--- src/rtl/aead_seq_pkg.sv ---
// Shared encodings for the authenticated-cipher phase sequencer.
// Assumes: phase and message-select codes are decoded by neighbouring logic,
// so their numeric values are fixed here and nowhere else.
package aead_seq_pkg;

    typedef enum logic [2:0] {
        PH_IDLE = 3'd0,
        PH_INIT = 3'd1,
        PH_AD   = 3'd2,
        PH_ENC  = 3'd3,
        PH_FIN  = 3'd4
    } phase_e;

    typedef enum logic [1:0] {
        MS_DATA = 2'd0,
        MS_PAD  = 2'd1,
        MS_ZERO = 2'd2
    } msel_e;

    // Single-bit step counts of the algorithm, scaled per datapath width.
    localparam int unsigned INIT_BITS = 1792;
    localparam int unsigned TAIL_BITS = 256;
    localparam int unsigned FIN_BITS  = 768;
    localparam int unsigned TAG_BITS  = 128;

endpackage

--- src/rtl/aead_word_tracker.sv ---
// Remaining-word counter for one data phase.
// Loaded with a word count when a run starts; decremented once per accepted
// word; 'pending' is high while words are still owed. Assumes load and take
// are never high together.
module aead_word_tracker #(
    parameter int CW = 16
) (
    input  logic          clk,
    input  logic          rst_n,
    input  logic          load,
    input  logic [CW-1:0] load_words,
    input  logic          take,
    output logic          pending
);

    logic [CW-1:0] left_q;

    // Hold, load or count down the number of outstanding words.
    always_ff @(posedge clk) begin
        if (!rst_n) begin
            left_q <= '0;
        end else if (load) begin
            left_q <= load_words;
        end else if (take && (left_q != '0)) begin
            left_q <= left_q - 1'b1;
        end
    end

    assign pending = (left_q != '0);

endmodule

--- src/rtl/aead_step_timer.sv ---
// Step counter for the fixed-length parts of each phase.
// Cleared on every phase change, advanced only on fixed-length steps.
// Assumes CW is wide enough for the longest phase.
module aead_step_timer #(
    parameter int CW = 8
) (
    input  logic          clk,
    input  logic          rst_n,
    input  logic          clear,
    input  logic          adv,
    output logic [CW-1:0] cnt
);

    // Count fixed steps; restart at each phase boundary.
    always_ff @(posedge clk) begin
        if (!rst_n) begin
            cnt <= '0;
        end else if (clear) begin
            cnt <= '0;
        end else if (adv) begin
            cnt <= cnt + 1'b1;
        end
    end

endmodule

--- src/rtl/aead_msg_path.sv ---
// Message-word selection and ciphertext formation.
// Purely combinational: picks the data, pad or zero word for the core and
// XORs plaintext with the keystream of the same cycle.
module aead_msg_path
    import aead_seq_pkg::*;
#(
    parameter int DW = 32
) (
    input  msel_e         sel,
    input  logic          use_pt,
    input  logic [DW-1:0] ad_data,
    input  logic [DW-1:0] pt_data,
    input  logic [DW-1:0] ks_word,
    output logic [DW-1:0] msg_word,
    output logic [DW-1:0] ct_word
);

    localparam logic [DW-1:0] PAD_WORD = DW'(1);

    // Route the selected source onto the core's message input.
    always_comb begin
        case (sel)
            MS_DATA: msg_word = use_pt ? pt_data : ad_data;
            MS_PAD:  msg_word = PAD_WORD;
            default: msg_word = '0;
        endcase
    end

    assign ct_word = pt_data ^ ks_word;

endmodule

--- src/rtl/aead_phase_seq.sv ---
// Phase sequencer for a stream-style authenticated-encryption core.
// Runs key/IV load, associated data, encryption and finalization in order.
// Data phases take words by valid/ready and stall on missing words; each
// data phase ends with a fixed pad/zero tail; the tag is the last words of
// finalization. Assumes lengths are whole multiples of DW and that DW
// divides 128.
module aead_phase_seq
    import aead_seq_pkg::*;
#(
    parameter int DW    = 32,
    parameter int LEN_W = 16,
    localparam int TAG_WORDS = TAG_BITS / DW,
    localparam int TAG_IW    = (TAG_WORDS > 1) ? $clog2(TAG_WORDS) : 1
) (
    input  logic              clk,
    input  logic              rst_n,
    input  logic              start,
    input  logic [LEN_W-1:0]  ad_len,
    input  logic [LEN_W-1:0]  pt_len,
    input  logic              ad_valid,
    input  logic [DW-1:0]     ad_data,
    output logic              ad_ready,
    input  logic              pt_valid,
    input  logic [DW-1:0]     pt_data,
    output logic              pt_ready,
    input  logic [DW-1:0]     ks_word,
    output logic [2:0]        phase,
    output logic              step,
    output logic              key_iv_load,
    output logic [1:0]        msg_sel,
    output logic [DW-1:0]     msg_word,
    output logic              ct_valid,
    output logic [DW-1:0]     ct_word,
    output logic              tag_valid,
    output logic [TAG_IW-1:0] tag_idx,
    output logic [DW-1:0]     tag_word,
    output logic              done
);

    localparam int DW_LG     = $clog2(DW);
    localparam int INIT_CYC  = INIT_BITS / DW;
    localparam int TAIL_CYC  = TAIL_BITS / DW;
    localparam int FIN_CYC   = FIN_BITS / DW;
    localparam int TAG_FIRST = FIN_CYC - TAG_WORDS;
    localparam int CNT_W     = $clog2(INIT_CYC + 1);

    localparam logic [CNT_W-1:0] INIT_LAST = CNT_W'(INIT_CYC - 1);
    localparam logic [CNT_W-1:0] TAIL_LAST = CNT_W'(TAIL_CYC - 1);
    localparam logic [CNT_W-1:0] FIN_LAST  = CNT_W'(FIN_CYC - 1);
    localparam logic [CNT_W-1:0] TAG_START = CNT_W'(TAG_FIRST);

    phase_e           ph_q, ph_d;
    logic [CNT_W-1:0] cnt;
    logic             ad_pend, pt_pend;
    logic             run_load;
    logic             in_ad_data, in_pt_data, in_tail, fixed_step;
    logic             ad_take, pt_take;
    logic             done_q;
    msel_e            sel;

    // Phase decode shared by handshakes, step gating and selection.
    always_comb begin
        run_load   = (ph_q == PH_IDLE) && start;
        in_ad_data = (ph_q == PH_AD)  && ad_pend;
        in_pt_data = (ph_q == PH_ENC) && pt_pend;
        in_tail    = ((ph_q == PH_AD)  && !ad_pend) ||
                     ((ph_q == PH_ENC) && !pt_pend);
        ad_take    = in_ad_data && ad_valid;
        pt_take    = in_pt_data && pt_valid;
        fixed_step = (ph_q == PH_INIT) || (ph_q == PH_FIN) || in_tail;
    end

    aead_word_tracker #(.CW(LEN_W)) u_ad_words (
        .clk        (clk),
        .rst_n      (rst_n),
        .load       (run_load),
        .load_words (ad_len >> DW_LG),
        .take       (ad_take),
        .pending    (ad_pend)
    );

    aead_word_tracker #(.CW(LEN_W)) u_pt_words (
        .clk        (clk),
        .rst_n      (rst_n),
        .load       (run_load),
        .load_words (pt_len >> DW_LG),
        .take       (pt_take),
        .pending    (pt_pend)
    );

    aead_step_timer #(.CW(CNT_W)) u_timer (
        .clk   (clk),
        .rst_n (rst_n),
        .clear (ph_d != ph_q),
        .adv   (fixed_step),
        .cnt   (cnt)
    );

    // Next phase: strict order, each fixed part ends on its last count.
    always_comb begin
        ph_d = ph_q;
        case (ph_q)
            PH_IDLE: if (start)                          ph_d = PH_INIT;
            PH_INIT: if (cnt == INIT_LAST)               ph_d = PH_AD;
            PH_AD:   if (!ad_pend && cnt == TAIL_LAST)   ph_d = PH_ENC;
            PH_ENC:  if (!pt_pend && cnt == TAIL_LAST)   ph_d = PH_FIN;
            PH_FIN:  if (cnt == FIN_LAST)                ph_d = PH_IDLE;
            default:                                     ph_d = PH_IDLE;
        endcase
    end

    // Phase register and the completion pulse after the last tag word.
    always_ff @(posedge clk) begin
        if (!rst_n) begin
            ph_q   <= PH_IDLE;
            done_q <= 1'b0;
        end else begin
            ph_q   <= ph_d;
            done_q <= (ph_q == PH_FIN) && (cnt == FIN_LAST);
        end
    end

    // Message source: data words, one pad word opening each tail, else zero.
    always_comb begin
        if (in_ad_data || in_pt_data) begin
            sel = MS_DATA;
        end else if (in_tail && (cnt == '0)) begin
            sel = MS_PAD;
        end else begin
            sel = MS_ZERO;
        end
    end

    aead_msg_path #(.DW(DW)) u_path (
        .sel      (sel),
        .use_pt   (ph_q == PH_ENC),
        .ad_data  (ad_data),
        .pt_data  (pt_data),
        .ks_word  (ks_word),
        .msg_word (msg_word),
        .ct_word  (ct_word)
    );

    assign phase       = ph_q;
    assign msg_sel     = sel;
    assign step        = fixed_step || ad_take || pt_take;
    assign key_iv_load = (ph_q == PH_INIT);
    assign ad_ready    = in_ad_data;
    assign pt_ready    = in_pt_data;
    assign ct_valid    = pt_take;
    assign tag_valid   = (ph_q == PH_FIN) && (cnt >= TAG_START);
    assign tag_idx     = TAG_IW'(cnt - TAG_START);
    assign tag_word    = ks_word;
    assign done        = done_q;

endmodule

--- config.mk ---
export PLATFORM = sky130hd
export DESIGN_NAME = aead_phase_seq
export DESIGN_NICKNAME = d
export VERILOG_FILES = /design/src/rtl/aead_seq_pkg.sv /design/src/rtl/aead_word_tracker.sv /design/src/rtl/aead_step_timer.sv /design/src/rtl/aead_msg_path.sv /design/src/rtl/aead_phase_seq.sv
export SDC_FILE = /design/constraint.sdc
export NUM_CORES = 1
export LEC_CHECK = 0
export ABC_AREA = 1
export BUFFER_PORTS_ARGS = -buffer_cell sky130_fd_sc_hd__buf_2
export CAP_MARGIN = 20
export CORE_AREA = 2 2 99 101
export DETAILED_ROUTE_END_ITERATION = 6
export DIE_AREA = 0 0 101 103
export GPL_TIMING_DRIVEN = 0
export PLACE_DENSITY_LB_ADDON = 0.3
export SETUP_SLACK_MARGIN = 0.4
export SYNTH_ARGS = -nofsm -noshare
export SYNTH_HDL_FRONTEND = slang
export SYNTH_SLANG_ARGS = --single-unit
--- constraint.sdc ---
create_clock -name clk -period 4.9 [get_ports clk]
set_clock_uncertainty 0.2 [all_clocks]
set_input_delay 0.98 -clock clk [delete_from_list [all_inputs] [get_ports clk]]
set_output_delay 0.98 -clock clk [all_outputs]
set_load 0.01 [all_outputs]
==> results of run 1 <==
[final timing paths]
path,from,end,slack (ns),cells after the start
hold reg to reg,u_ad_words.left_q[15]$_SDFFE_PP0P_,u_ad_words.left_q[15]$_SDFFE_PP0P_,0.28,2
setup reg to reg,u_pt_words.left_q[0]$_SDFFE_PN0P_,u_pt_words.left_q[10]$_SDFFE_PN0P_,2.79,12
setup / recovery,u_pt_words.left_q[0]$_SDFFE_PN0P_,msg_word[16],1.42,11
hold / removal,u_ad_words.left_q[15]$_SDFFE_PP0P_,u_ad_words.left_q[15]$_SDFFE_PP0P_,0.28,2
[where the power goes]
| part | switching, mW | internal (mW) |
|---|---|---|
| Combinational | 0.226 | 0.176 |
| Sequential | 0.0214 | 0.361 |
| Clock | 0.128 | 0.163 |
[cell families (layout without fill, tap and decap cells)]
group | count (synthesis) | in the layout | synth area share [%]
flip-flops | 42 | 42 | 22.8
multiplexers | 2 | 2 | 0.543
other | 0 | 1 | 0
adder cells (fa/ha/maj) | 5 | 5 | 1.70
XOR/XNOR | 50 | 50 | 11.9
buffers and inverters | 99 | 338 | 14.5
AO/OA/AOI/OAI | 105 | 105 | 15.1
AND/OR/NAND/NOR | 286 | 286 | 33.4
[final cells by class]
class	count	area, sq um	area share, %
sequential	42	841	16.5
antenna	1	2.50	0.0490
clock inverter	1	30.0	0.588
buffer	53	362	7.09
multi-input combinational	448	2310	45.3
inverter	46	173	3.38
timing repair buffer	232	1160	22.8
tap	114	143	2.79
clock buffer	6	82.6	1.62
[worst min-delay path, stage by stage (launching register included)]
cell	delay, ns
dfxtp_1	0.32
nand2_1	0.06
a21oi_1	0.06
[routing by layer]
layer / vias up / track usage [%]
met1: 2013 / 30.7
met2: 167 / 42.5
li1: 2332 / -
met3: 12 / 5.49
met4: 2 / 5.09
met5: - / 0
[through the flow]
step           util [%]  worst slack, ns  hold slack, ns
3_3_place_gp       52.7             1.74           0.256
6_report           54.0             1.42           0.280
5_1_grt            54.0             1.27           0.293
3_5_place_dp       52.7             1.74           0.262
4_1_cts            53.9             1.40           0.277
2_1_floorplan         -             2.10           0.245
[registers in the layout, summed over array words and instances (netlist names)]
| signal | cells |
|---|---|
| u_timer.cnt | 6 |
| done | 1 |
| u_pt_words.left_q | 16 |
| phase | 3 |
| u_ad_words.left_q | 16 |
[Yosys cell counts]
cell       number  area (sq um)
nand2_1       151           567
nor2_1         78           293
a21oi_1        61           305
xor2_1         44           385
dfxtp_1        42           841
inv_1          40           150
buf_4          35           263
o21ai_0        29           145
nand3_1        26           130
nor3_1          9          45.0
clkbuf_1        8          30.0
buf_2           7          35.0
inv_2           6          22.5
xnor2_1         6          52.6
ha_1            5          62.6
o211ai_1        5          37.5
nand4_1         4          25.0
buf_6           3          33.8
nand2_4         3          33.8
o21ai_1         3          15.0
or2_0           3          18.8
a31oi_1         2          12.5
mux2i_1         2          20.0
nand3_2         2          20.0
nor2_4          2          22.5
nor3_2          2          20.0
a211oi_1        1          7.51
a21boi_0        1          7.51
nand2_2         1          6.26
nand4_2         1          12.5
nor2_2          1          6.26
nor2_8          1          20.0
nor4_1          1          6.26
o2111ai_1       1          8.76
o211a_1         1          10.0
o31ai_1         1          7.51
or2_2           1          6.26
[cell usage in the layout (no fill, tap or decap), types with 2 or more instances in the layout]
cell type	instances
buf_2	239
nand2_1	151
nor2_1	78
a21oi_1	61
xor2_1	44
dfxtp_1	42
inv_1	40
buf_4	35
o21ai_0	29
nand3_1	26
nor3_1	9
clkbuf_1	8
inv_2	6
xnor2_1	6
clkbuf_8	6
o211ai_1	5
ha_1	5
nand4_1	4
buf_6	3
nand2_4	3
or2_0	3
o21ai_1	3
nor3_2	2
nor2_4	2
nand3_2	2
a31oi_1	2
mux2i_1	2
==> reports/qor.csv, run 1 <==
metric,value,unit
status,finished clean,
Top Layer Used,met5,
post-DP HPWL,11.2,mm
clk buf depth,2,
Syn Inst Count,589,
setup TNS,0,ns
sequential share of the synthesized area,22.8,%
final-report max-slew violation count,0,
Non-Filler Instances,943,
Port-buffer cells,232,
RSZ-0062 raised after global routing,false,
overall routing resource usage,24.3,%
drt initial violations,148,
pin count of the biggest net entering global routing,13,
Die H,103,um
share of the clock period used by the worst path,71.0,%
Placeable Area,0.00946,sq mm
WL/cell,14.2,um
Max Freq,0.288,GHz
number of distinct library cells after synthesis,37,
initial antenna violation count,2,
Clock Latency Late Sink,0.30,ns
Layout Nets,966,
Max Fanout on Critical Path,10,
hold_buf cts,0,
Final Hold Viols,0,
total number of vias,4526,
maxcap violations,0,
Hold WC Path Type,flop to flop,
CP cell instances,"inv_1, ha_1, nand2_1, nor2_4, nand2_2, nand2_4, nand2_1, inv_1, buf_2, a21oi_1, buf_2",
CP required,3.72,ns
slowest CP cell,dfxtp_1,
routability cong.,0.903,
fill count,991,
Yosys reg bits,42,
final WL,13.4,mm
yosys warns,0,
final setup fails,0,
WL met2,6.67,mm
layout cells sized above 1,36.7,%
Synth-to-Final Area Change,38.5,%
"CP delay by family, top",buffers and inverters,
CTS Root Cell,clkbuf_8,
Crit. End Element,primary output,
post-route ant nets,0,
Final Cell Area,0.00510,sq mm
CP bufs+invs,4,
CTS tree,built,
cts bufs inserted,5,
first-pass GRT wire length,19.5,mm
DP Cell Count,935,
Worst-Margin Slew,0.643,ns
worst vdd ir,120,uV
PD cells,211,mW/mm^2
Post-DP Area,0.00499,sq mm
Post-Syn Nets,727,
leakage power,2.75,nW
Die Width,101,um
Tmin final,3.48,ns
CTS Sinks,42,
Routed met1 length,5.61,mm
crit path launch type,flop,
DRC viols,0,
drt pass-1 iters,4,
"Avg Cell Area, Syn",6.26,sq um
Post-CTS Setup Inserts,0,
DIE AREA,0.0104,sq mm
Top Ports,243,
Setup CP Type,flop to primary output,
Pwr Total,1.08,mW
relative slew slack,57.1,%
via/cell ratio,4.80,
CP arrival,2.30,ns
htree depth,2,
"Reg clk slew, reported paths",0.09,ns
number of global-route vias before repair,3878,
max incr delay on CP,0.31,ns
row cnt,36,
met3 wire length,960,um
post-CTS sizing,0,
Synth Cell Area,0.00368,sq mm
Initial Utilization,39.0,%
grt ovf,0,
(Power assumes the default switching activity.)
==> run 2, diff against run 1 <==
==> constraint.sdc (replaced) <==
create_clock -name clk -period 3.5 [get_ports clk]
set_clock_uncertainty 0.2 [all_clocks]
set_input_delay 0.7 -clock clk [delete_from_list [all_inputs] [get_ports clk]]
set_output_delay 0.7 -clock clk [all_outputs]
set_load 0.01 [all_outputs]
==> run 2 against run 1 <==
Compared with the run above:
- count of clock-buffer cells in the layout is the same
- critical endpoint unchanged
- die area is the same
- utilization grew 0.33 points
- power grew 40%
- flip-flop and latch count is the same
- sequential power grew 40%
- largest cell class unchanged
==> reports/qor.csv, run 2 (synthesis results as in run 1) <==
metric,value,unit,change
CTS Sinks,42,,unchanged
worst vdd ir,169,uV,+40%
Port-buffer cells,232,,unchanged
drt pass-1 iters,4,,unchanged
CP arrival,2.06,ns,-0.24 ns
number of global-route vias before repair,3881,,+0.077%
row cnt,36,,unchanged
Worst-Margin Slew,0.642,ns,-0.00114 ns
drt initial violations,170,,+15%
pin count of the biggest net entering global routing,13,,unchanged
layout cells sized above 1,37.6,%,+0.85 points
htree depth,2,,unchanged
CTS tree,built,,
Final Cell Area,0.00513,sq mm,+0.61%
fill count,985,,-0.61%
CTS Root Cell,clkbuf_8,,
Crit. End Element,primary output,,
pre-CTS WS,0.620,ns,-1.12 ns
crit path launch type,flop,,
Layout Nets,966,,unchanged
leakage power,2.76,nW,+0.35%
CP required,2.60,ns,-1.12 ns
final core occ,54.3,%,+0.33 points
DRC viols,0,,unchanged
Final Hold Viols,0,,unchanged
Post-CTS Setup Inserts,0,,unchanged
Post-DP Area,0.00499,sq mm,unchanged
switching share of power,34.9,%,about the same
DP Cell Count,935,,unchanged
Top Ports,243,,unchanged
Setup CP Type,flop to primary output,,
Comb pwr share,37.5,%,about the same
relative slew slack,57.2,%,+0.076 points
Placeable Area,0.00946,sq mm,unchanged
post-DP HPWL,11.2,mm,unchanged
final WL,13.5,mm,+0.41%
post-route setup slack,0.542,ns,-0.881 ns
PD cells,294,mW/mm^2,+39%
Die Width,101,um,unchanged
Non-Filler Instances,943,,unchanged
setup TNS,0,ns,unchanged
Synth-to-Final Area Change,39.4,%,
Reg power frac,35.6,%,about the same
"Reg clk slew, reported paths",0.09,ns,about the same
RSZ-0062 raised after global routing,false,,
Initial Utilization,39.0,%,unchanged
WL/cell,14.3,um,+0.41%
overall routing resource usage,24.3,%,about the same
grt ovf,0,,unchanged
DIE AREA,0.0104,sq mm,unchanged
Pwr Total,1.51,mW,+40%
worst reg-to-reg setup slack,1.43,ns,-1.36 ns
Die H,103,um,unchanged
routability cong.,0.903,,unchanged
first-pass GRT wire length,19.5,mm,+0.11%
"commonest non-fill, non-tap cells in the layout","buf_2 (236), nand2_1 (150), nor2_1 (78)",,
post-route ant nets,0,,unchanged
Clock Latency Late Sink,0.30,ns,about the same
total number of vias,4530,,+0.088%
share of the clock period used by the worst path,84.5,%,
hold_buf cts,0,,unchanged
final setup fails,0,,unchanged
via/cell ratio,4.80,,about the same
cts bufs inserted,5,,unchanged
clk buf depth,2,,unchanged
initial antenna violation count,2,,unchanged
Max Fanout on Critical Path,10,,unchanged
clock share of power,26.9,%,about the same
Max Freq,0.338,GHz,
Hold WC Path Type,flop to flop,,
net switching power,0.526,mW,+40%
status,finished clean,,
Tmin final,2.96,ns,
internal power,0.981,mW,+40%
maxcap violations,0,,unchanged
final-report max-slew violation count,0,,unchanged
"commonest non-fill, non-tap cell in the layout",buf_2,,
Largest regs,"u_ad_words.left_q: 16 flops, u_pt_words.left_q: 16 flops, u_timer.cnt: 6 flops",,
hold slack,0.278,ns,-0.00263 ns
-- run 2: changes by cell type in the layout (fill, tap and decap cells not counted), moves of 2 or more --
| cell | delta |
|---|---|
| clkbuf_2 | +2 |
| buf_4 | +3 |
| clkbuf_1 | -2 |
| inv_1 | -2 |
| buf_2 | -3 |
-- run 2: layer usage --
layer / wire [um] / share of wire, % / vias up / GRT usage (%)
met5: 13 / 0.097 / - / 0
met4: 157 / 1.2 / 2 / 5.09
met3: 916 / 6.8 / 12 / 5.49
met2: 6700 / 50 / 156 / 42.5
met1: 5680 / 42 / 2025 / 30.7
li1: - / - / 2335 / -
-- run 2: cell type report --
cell class	instances	area, sq um	share of cell area, %
diodes	1	2.50	0.0487
plain buffers	53	372	7.24
clock buffers	6	82.6	1.61
clock inverters	1	30.0	0.585
inverters	46	178	3.46
multi-input cells	448	2330	45.3
flip-flops and latches	42	841	16.4
well taps	114	143	2.78
repair buffers	232	1160	22.6
-- run 2: timing repair --
| action | in CTS | in global routing |
|---|---|---|
| resized for setup | 6 | 9 |
| gates cloned | 0 | 0 |
| endpoints found under the setup margin | 30 | 31 |
-- run 2: final timing paths --
path	from	end	depth (start not counted)
min reg2reg	u_ad_words.left_q[15]$_SDFFE_PP0P_	u_ad_words.left_q[15]$_SDFFE_PP0P_	2
max	u_pt_words.left_q[1]$_SDFFE_PN0P_	msg_word[16]	11
max reg2reg	u_pt_words.left_q[1]$_SDFFE_PN0P_	u_pt_words.left_q[10]$_SDFFE_PN0P_	12
min	u_ad_words.left_q[15]$_SDFFE_PP0P_	u_ad_words.left_q[15]$_SDFFE_PP0P_	2
-- run 2: critical path: stages (launching register included) --
cell and delay [ns]:
dfxtp_1 0.33, inv_1 0.07, ha_2 0.21, nand2_1 0.12
nor2_4 0.17, nand2_2 0.11, nand2_4 0.13, nand2_2 0.11
inv_2 0.12, buf_4 0.18, a21oi_1 0.06, buf_2 0.14
-- run 2: power by group through the flow --
| stage | Clock [mW] | Sequential, mW | Combinational, mW |
|---|---|---|---|
| 2_1_floorplan | 0 | 0.539 | 0.351 |
| 3_3_place_gp | 0 | 0.546 | 0.560 |
| 3_5_place_dp | 0 | 0.546 | 0.564 |
| 4_1_cts | 0.410 | 0.535 | 0.566 |
| 5_1_grt | 0.432 | 0.541 | 0.633 |
| 6_report | 0.406 | 0.536 | 0.565 |
